`src/rtl/mrw_pkg.sv`:
```
package mrw_pkg;

   typedef enum logic [2:0] {
      ST_IDLE,
      ST_PRE,
      ST_PRE_WAIT,
      ST_CMD,
      ST_HOLD
   } seq_state_e;

   function automatic int unsigned max3(input int unsigned a, input int unsigned b,
                                        input int unsigned c);
      int unsigned m;
      m = (a > b) ? a : b;
      return (m > c) ? m : c;
   endfunction

endpackage

```
`src/rtl/mrw_ca_pack.sv`:
```
// Packs register address and data into the two CA words of a write command.
module mrw_ca_pack #(
   parameter int unsigned ADDR_W = 8,
   parameter int unsigned DATA_W = 8,
   parameter int unsigned CA_W   = 10
) (
   input  logic [ADDR_W-1:0] addr,
   input  logic [DATA_W-1:0] data,
   output logic [CA_W-1:0]   rise,
   output logic [CA_W-1:0]   fall
);

   localparam int unsigned OPC_W = 4;
   localparam int unsigned LOW_A = 2;

   if (CA_W - OPC_W != ADDR_W - LOW_A) begin : g_bad_rise
      $error("rise word cannot hold the upper address bits");
   end
   if (CA_W - LOW_A != DATA_W) begin : g_bad_fall
      $error("fall word cannot hold the data byte");
   end

   for (genvar i = 0; i < OPC_W; i++) begin : g_opc
      assign rise[i] = 1'b0;
   end
   for (genvar i = OPC_W; i < CA_W; i++) begin : g_hi_addr
      assign rise[i] = addr[i - OPC_W + LOW_A];
   end
   for (genvar i = 0; i < LOW_A; i++) begin : g_lo_addr
      assign fall[i] = addr[i];
   end
   for (genvar i = LOW_A; i < CA_W; i++) begin : g_data
      assign fall[i] = data[i - LOW_A];
   end

endmodule

```
`src/rtl/mrw_hold_timer.sv`:
```
// Loadable down counter that reports when it has reached zero.
module mrw_hold_timer #(
   parameter int unsigned CNT_W = 5
) (
   input  logic             clk,
   input  logic             rst_n,
   input  logic             load,
   input  logic [CNT_W-1:0] load_val,
   output logic             zero
);

   logic [CNT_W-1:0] cnt;

   always_ff @(posedge clk or negedge rst_n) begin
      if (!rst_n)          cnt <= '0;
      else if (load)       cnt <= load_val;
      else if (cnt != '0)  cnt <= cnt - 1'b1;
   end

   assign zero = (cnt == '0);

   // the window shrinks by exactly one each cycle it is not reloaded
   p_count_down_r8: assert property (@(posedge clk) disable iff (!rst_n)
      (!load && cnt != '0) |=> (cnt == $past(cnt) - 1'b1));

endmodule

```
`src/rtl/mrw_seq.sv`:
```
module mrw_seq #(
   parameter int unsigned ADDR_W   = 8,
   parameter int unsigned DATA_W   = 8,
   parameter int unsigned CA_W     = 10,
   parameter int unsigned T_MRW    = 5,
   parameter int unsigned T_RP     = 3,
   parameter int unsigned T_INIT   = 20,
   parameter logic [ADDR_W-1:0] RST_ADDR  = 8'h3F,
   parameter logic [CA_W-1:0]   PREA_RISE = 10'h01B,
   parameter logic [CA_W-1:0]   PREA_FALL = 10'h000
) (
   input  logic              clk,
   input  logic              rst_n,
   input  logic              req_valid,
   output logic              req_ready,
   input  logic [ADDR_W-1:0] req_addr,
   input  logic [DATA_W-1:0] req_data,
   input  logic              req_reset,
   input  logic              banks_open,
   output logic              cs_n,
   output logic [CA_W-1:0]   ca_rise,
   output logic [CA_W-1:0]   ca_fall,
   output logic              done
);
   import mrw_pkg::*;

   localparam int unsigned MAX_WAIT = max3(T_MRW, T_RP, T_INIT);
   localparam int unsigned CNT_W    = $clog2(MAX_WAIT + 1);

   if (T_MRW < 2)  begin : g_bad_mrw  $error("T_MRW must be at least 2");  end
   if (T_INIT < 2) begin : g_bad_init $error("T_INIT must be at least 2"); end
   if (T_RP < 1)   begin : g_bad_rp   $error("T_RP must be at least 1");   end
   if (PREA_RISE[3:0] == 4'b0000) begin : g_bad_prea
      $error("precharge encoding collides with the write opcode");
   end

   seq_state_e        state, state_nx;
   logic [ADDR_W-1:0] addr_q, eff_addr;
   logic [DATA_W-1:0] data_q, eff_data;
   logic              rst_q, done_q;
   logic              accept, tmr_load, tmr_zero;
   logic [CNT_W-1:0]  tmr_val;
   logic [CA_W-1:0]   cmd_rise, cmd_fall;

   assign accept = req_valid && req_ready;

   always_comb begin
      state_nx = state;
      tmr_load = 1'b0;
      tmr_val  = '0;
      unique case (state)
         ST_IDLE: if (accept) state_nx = banks_open ? ST_PRE : ST_CMD;
         ST_PRE: begin
            state_nx = ST_PRE_WAIT;
            tmr_load = 1'b1;
            tmr_val  = CNT_W'(T_RP - 1);
         end
         ST_PRE_WAIT: if (tmr_zero) state_nx = ST_CMD;
         ST_CMD: begin
            state_nx = ST_HOLD;
            tmr_load = 1'b1;
            tmr_val  = rst_q ? CNT_W'(T_INIT - 2) : CNT_W'(T_MRW - 2);
         end
         ST_HOLD: if (tmr_zero) state_nx = ST_IDLE;
         default: state_nx = ST_IDLE;
      endcase
   end

   always_ff @(posedge clk or negedge rst_n) begin
      if (!rst_n) begin
         state  <= ST_IDLE;
         addr_q <= '0;
         data_q <= '0;
         rst_q  <= 1'b0;
         done_q <= 1'b0;
      end else begin
         state  <= state_nx;
         done_q <= (state == ST_HOLD) && tmr_zero;
         if (accept) begin
            addr_q <= req_addr;
            data_q <= req_data;
            rst_q  <= req_reset;
         end
      end
   end

   mrw_hold_timer #(.CNT_W(CNT_W)) u_timer (
      .clk      (clk),
      .rst_n    (rst_n),
      .load     (tmr_load),
      .load_val (tmr_val),
      .zero     (tmr_zero)
   );

   assign eff_addr = rst_q ? RST_ADDR : addr_q;
   assign eff_data = rst_q ? '0 : data_q;

   mrw_ca_pack #(.ADDR_W(ADDR_W), .DATA_W(DATA_W), .CA_W(CA_W)) u_pack (
      .addr (eff_addr),
      .data (eff_data),
      .rise (cmd_rise),
      .fall (cmd_fall)
   );

   always_comb begin
      cs_n    = 1'b1;
      ca_rise = '0;
      ca_fall = '0;
      if (state == ST_PRE) begin
         cs_n    = 1'b0;
         ca_rise = PREA_RISE;
         ca_fall = PREA_FALL;
      end else if (state == ST_CMD) begin
         cs_n    = 1'b0;
         ca_rise = cmd_rise;
         ca_fall = cmd_fall;
      end
   end

   assign req_ready = (state == ST_IDLE);
   assign done      = done_q;

   p_ready_drop_r2: assert property (@(posedge clk) disable iff (!rst_n)
      accept |=> !req_ready);
   p_direct_write_r3: assert property (@(posedge clk) disable iff (!rst_n)
      (accept && !banks_open) |=> (!cs_n && ca_rise[3:0] == 4'b0000));
   p_precharge_first_r4: assert property (@(posedge clk) disable iff (!rst_n)
      (accept && banks_open) |=> (!cs_n && ca_rise == PREA_RISE && ca_fall == PREA_FALL));
   p_rise_addr_r5: assert property (@(posedge clk) disable iff (!rst_n)
      (state == ST_CMD) |-> (ca_rise[CA_W-1:4] == eff_addr[ADDR_W-1:2]));
   p_nop_quiet_r7: assert property (@(posedge clk) disable iff (!rst_n)
      cs_n |-> (ca_rise == '0 && ca_fall == '0));
   p_single_cmd_r7: assert property (@(posedge clk) disable iff (!rst_n)
      !cs_n |=> cs_n);
   p_done_pulse_r10: assert property (@(posedge clk) disable iff (!rst_n)
      done |=> !done);
   p_done_ready_r10: assert property (@(posedge clk) disable iff (!rst_n)
      done |-> req_ready);

endmodule

```
`config.mk`:
```
export PLATFORM = sky130hd
export DESIGN_NAME = mrw_seq
export DESIGN_NICKNAME = d
export VERILOG_FILES = /design/src/rtl/mrw_pkg.sv /design/src/rtl/mrw_ca_pack.sv /design/src/rtl/mrw_hold_timer.sv /design/src/rtl/mrw_seq.sv
export SDC_FILE = /design/constraint.sdc
export NUM_CORES = 1
export LEC_CHECK = 0
export ABC_AREA = 1
export BUFFER_PORTS_ARGS = -buffer_cell sky130_fd_sc_hd__buf_4
export CAP_MARGIN = 25
export CORE_ASPECT_RATIO = 1.1
export CORE_MARGIN = 2
export CORE_UTILIZATION = 50
export DETAILED_ROUTE_END_ITERATION = 7
export HOLD_SLACK_MARGIN = 0.06
export PLACE_DENSITY = 0.87
export SLEW_MARGIN = 0
export SYNTH_ARGS = -nofsm -noshare
export SYNTH_HDL_FRONTEND = slang
export SYNTH_SLANG_ARGS = --single-unit
```
`constraint.sdc`:
```
create_clock -name clk -period 1.75 [get_ports clk]
set_input_delay 0.0875 -clock clk [delete_from_list [all_inputs] [get_ports clk]]
set_output_delay 0.0875 -clock clk [all_outputs]
set_load 0.03 [all_outputs]
```
Word-level counts from Yosys, hierarchy flattened
Cells that the tools add are included.
Word-level totals
  register bits: 26
  input port bits: 21
  output and inout bits: 23
  logic and storage cells: 40
Operators by class
  add/subtract/negate cells: 1
  eq/ne operators: 7
  muxes and demuxes: 18
  reductions and logical operators: 8
Operators with widths (count)
  $mux 10: 4
  $mux 8: 2
  $mux 5: 3
  $pmux 3 s5: 1
  $pmux 5 s2: 1
  $mux 3: 3
  $eq 3x2->1 const B: 2
  $logic_not 5->1: 1
  $reduce_bool 5->1: 1
  $sub 5x1->5 const B: 1
  $ne 2x2->1 const B: 2
  $eq 3x1->1 const B: 1
  $eq 3x3->1 const B: 1
  $logic_not 3->1: 1
  $mux 1: 3
  $reduce_and 3->1: 1
  $logic_and 1x1->1: 2
  $mux 2: 1
  $ne 2x1->1 const B: 1
  $reduce_bool 2->1: 1
  $reduce_or 2->1: 1

Longest topological paths before layout
  word-level depth: 4
  gate-level depth with buffers: 7

Cells and area by module
Synthesis repeated with hierarchy kept, for this count alone.
Unflattened totals
  cell total of the unflattened synthesis: 236
  area total of the unflattened synthesis: 1665.3 µm²
Modules (own cells, without submodules)
  mrw_seq: instances 1, cells each 176, area an instance 1208.7 µm²
  mrw_hold_timer: instances 1, cells each 39, area an instance 302.8 µm²
  mrw_ca_pack: instances 1, cells each 21, area an instance 153.9 µm²

Worst setup path after synthesis
OpenSTA, ideal clock, no wires.
  path kind: flip-flop to output port
  from: register state[2]
  to: output port ca_rise[1]
  arrival time: 1.599 ns
  required time: 1.662 ns
  setup slack: 0.063 ns
  cell stages (with the launch flop): 5
  buffers on the path: 1
  cells stage by stage: dfrtp_1 nor2_1 inv_1 nor2_1 buf_4
Between the ends
  cells in the longest elaborated chain, start to end: 2
Ends and longest elaborated chain
  start: declaration: line mrw_seq.sv:37  | seq_state_e state, state_nx;
  start signal: assignment: line mrw_seq.sv:77  | state <= state_nx;
  $eq 3x1->1: line mrw_seq.sv:109  | if (state == ST_PRE) begin
  $mux 10: line mrw_seq.sv:109
  end: declaration: line mrw_seq.sv:21  | output logic [CA_W-1:0] ca_rise,
No other way between the ends.

Final worst setup path
  from: register state[1]
  to: output port req_ready
Between the ends
  cells in the longest elaborated chain, start to end: 1
Ends and longest elaborated chain
  $logic_not 3->1: line mrw_seq.sv:120  | assign req_ready = (state == ST_IDLE);
  end: declaration: line mrw_seq.sv:15  | output logic req_ready,
No other way between the ends.

==> results.cfg <==
[place]
hpwl_um = 1940
place_inst = 243
port_buffers = 42
gp_congestion = 0.850

[logic_synthesis]
syn-num-nets = 202
syn_inst = 180
yosysSeqAreaShare = 0.478
synth_top_cell_by_area = dfrtp_1
syn_area_per_cell_um2 = 7.56
ys_warn_count = 0
ys_seq_elements = 26
synth.top_cells.by_area = dfrtp_1 48%, nand2_1 17%, nand3_1 9.2%, nor2_1 8.6%, buf_6 3.3%
netlist_area_um2 = 1360
synth_top_area_share = 0.478
synth_cell_types = 20

[die]
core_um2 = 2540
rows = 19
die_w_um = 53.7
start_util = 0.535
dieHeight_um = 58.7
pin_count = 44
die-area_um2 = 3150

[cts]
cts_setup_buffers = 0
cts_tree = built
clkTransAtPathRegs_ns = 0.14
htreeDepth = 1
cts_num_sinks = 26
cts_root_buf = clkbuf_4
clock_path_buffers = 2
numCtsBuffers = 3
clock_latency_ns = 0.32

[flow_run]
cap_violations = 0

[global_route]
antenna_found_initial = 0
grt_max_degree = 27
grt_pass1_wl_um = 5000
track_usage = 0.217
grt_pass1_vias = 1179
overflow = 0

[timing]
max_freq_mhz = 612
grt_setup_unrepaired = no
setup_viol = 0
finalMaxSlewViolations = 0
hold_violations = 0
period_share = 0.934
period_minus_slack_ns = 1.63
tns_ns = 0
fin_skew_ns = 0.00552

[worst_setup_path]
worstPathMaxFanout = 16
crit_type = reg2out
r2r_setup_slack_ns = 0.36
start_kind = register
cp-end-kind = output port
crit_arrival_ns = 1.55
required_ns = 1.66

[finish]
antenna_cells = 0
areaGrowthSynthToFinish_pct = 37.1
fin_util = 0.733
fin_nets = 258
layoutNonFillerInstCount = 266
layout-drive-gt1-share = 0.230

[drt]
firstDrtPassIters = 4
wl_per_cell_um = 11.6
ant_nets = 0
drt_iter0_drc = 33
wirelength_um = 3080
drc = 0
viasPerCell = 4.95
vias = 1316

[power]
p_per_area_nw_per_um2 = 1630
ir_worst_vdd_uv = 1050
p_leak_nw = 1.02

[run_status]
outcome = finished clean

[min_path]
hp-class = in2reg
## area by class of cell
| class | instances | area (um2) |
|---|---|---|
| fillers | 194 | 679 |
| flip-flops and latches | 26 | 654 |
| multi-input cells | 130 | 557 |
| repair buffers | 62 | 513 |
| inverters | 13 | 48.8 |
| well taps | 31 | 38.8 |
| clock inverters | 1 | 30.0 |
| clock buffers | 3 | 22.5 |
## cells in the mapped netlist, drive strengths merged
library cell,number
ha,1
nor2,32
dfrtp,26
inv,13
xor2,1
clkbuf,2
nand2,64
o21ai,3
conb,1
nand3,25
nor3,1
a21oi,2
buf,9
## placed cells by master (no fill, tap or decap)
master / synthesis / routed
nand2_2: 1 / 1
buf_4: 3 / 43
nor2_1: 31 / 31
inv_2: 1 / 1
xor2_1: 1 / 1
clkbuf_4: 0 / 3
nand3_1: 25 / 25
inv_1: 12 / 12
a21oi_1: 2 / 2
dlygate4sd3_1: 0 / 19
o21ai_0: 3 / 3
dfrtp_2: 0 / 3
bufinv_16: 0 / 1
conb_1: 1 / 1
nor3_4: 0 / 1
ha_1: 1 / 1
dfrtp_1: 26 / 23
nor2_2: 1 / 1
nand2_1: 63 / 63
## flip-flops by register name, summed over array words and instances, names as in the netlist
name / count
addr_q: 8
data_q: 8
done: 1
rst_q: 1
state: 3
u_timer.cnt: 5
## final timing paths
check	start	to	cells past startpoint
worst min-delay path	req_valid	addr_q[3]	3
min in group asynchronous	rst_n	addr_q[3]	2
worst min register to register	addr_q[7]	addr_q[7]	2
max in group asynchronous	rst_n	state[0]	2
worst max register to register	u_timer.cnt[0]	u_timer.cnt[0]	7
worst max-delay path	state[1]	req_ready	3
## power by group
part | internal, mW | total, mW | switching, mW
clock network | 0.232 | 0.410 | 0.178
logic | 0.557 | 1.53 | 0.978
registers | 0.872 | 1.09 | 0.215
total | 1.66 | 3.03 | 1.37
## kinds of logic (layout without fill, tap and decap cells)
| kind of cell | Yosys count | in the layout | share of synthesized area |
|---|---|---|---|
| xor gates and xnor gates | 1 | 1 | 0.00644 |
| DFF | 26 | 26 | 0.478 |
| buffers and inverters | 24 | 79 | 0.117 |
| and+or+nand+nor | 122 | 122 | 0.368 |
| adders and majority gates | 1 | 1 | 0.00920 |
| AOI/OAI and AO/OA | 5 | 5 | 0.0184 |
| other | 1 | 1 | 0.00276 |
## metal layers
metal | GRT usage | wire length [um] | up-vias
met2 | 0.383 | 1700 | 38
met4 | 0.0806 | 23 | 0
met3 | 0.0203 | 109 | 2
met1 | 0.269 | 1250 | 619
met5 | 0 | 0 | -
li1 | - | - | 657
## stage by stage
stage	instance area [um2]	worst slack (ns)	hold WS, ns	power (mW)
finish	1860	0.116	0.110	3.03
global route	1860	0.0127	0.111	3.29
CTS	1860	0.0672	0.0970	3.04
detailed placement	1610	0.354	0.00976	2.57
global placement	1610	0.404	0.00803	2.52
floorplan	1360	0.0633	-0.208	2.26
## critical path, cell delays in order, from the launching register on
cell,delay (ns)
dfrtp_2,0.49
nor3_4,0.29
buf_4,0.26
buf_4,0.19
## what timing repair did
| action | in CTS | in global routing |
|---|---|---|
| pin swaps | 0 | 0 |
| setup endpoints to repair | 1 | 6 |
| gates resized for setup | 1 | 3 |
| hold buffers | 19 | 0 |
| hold endpoints to repair | 44 | 0 |
Power figures use the tool's default switching activity.
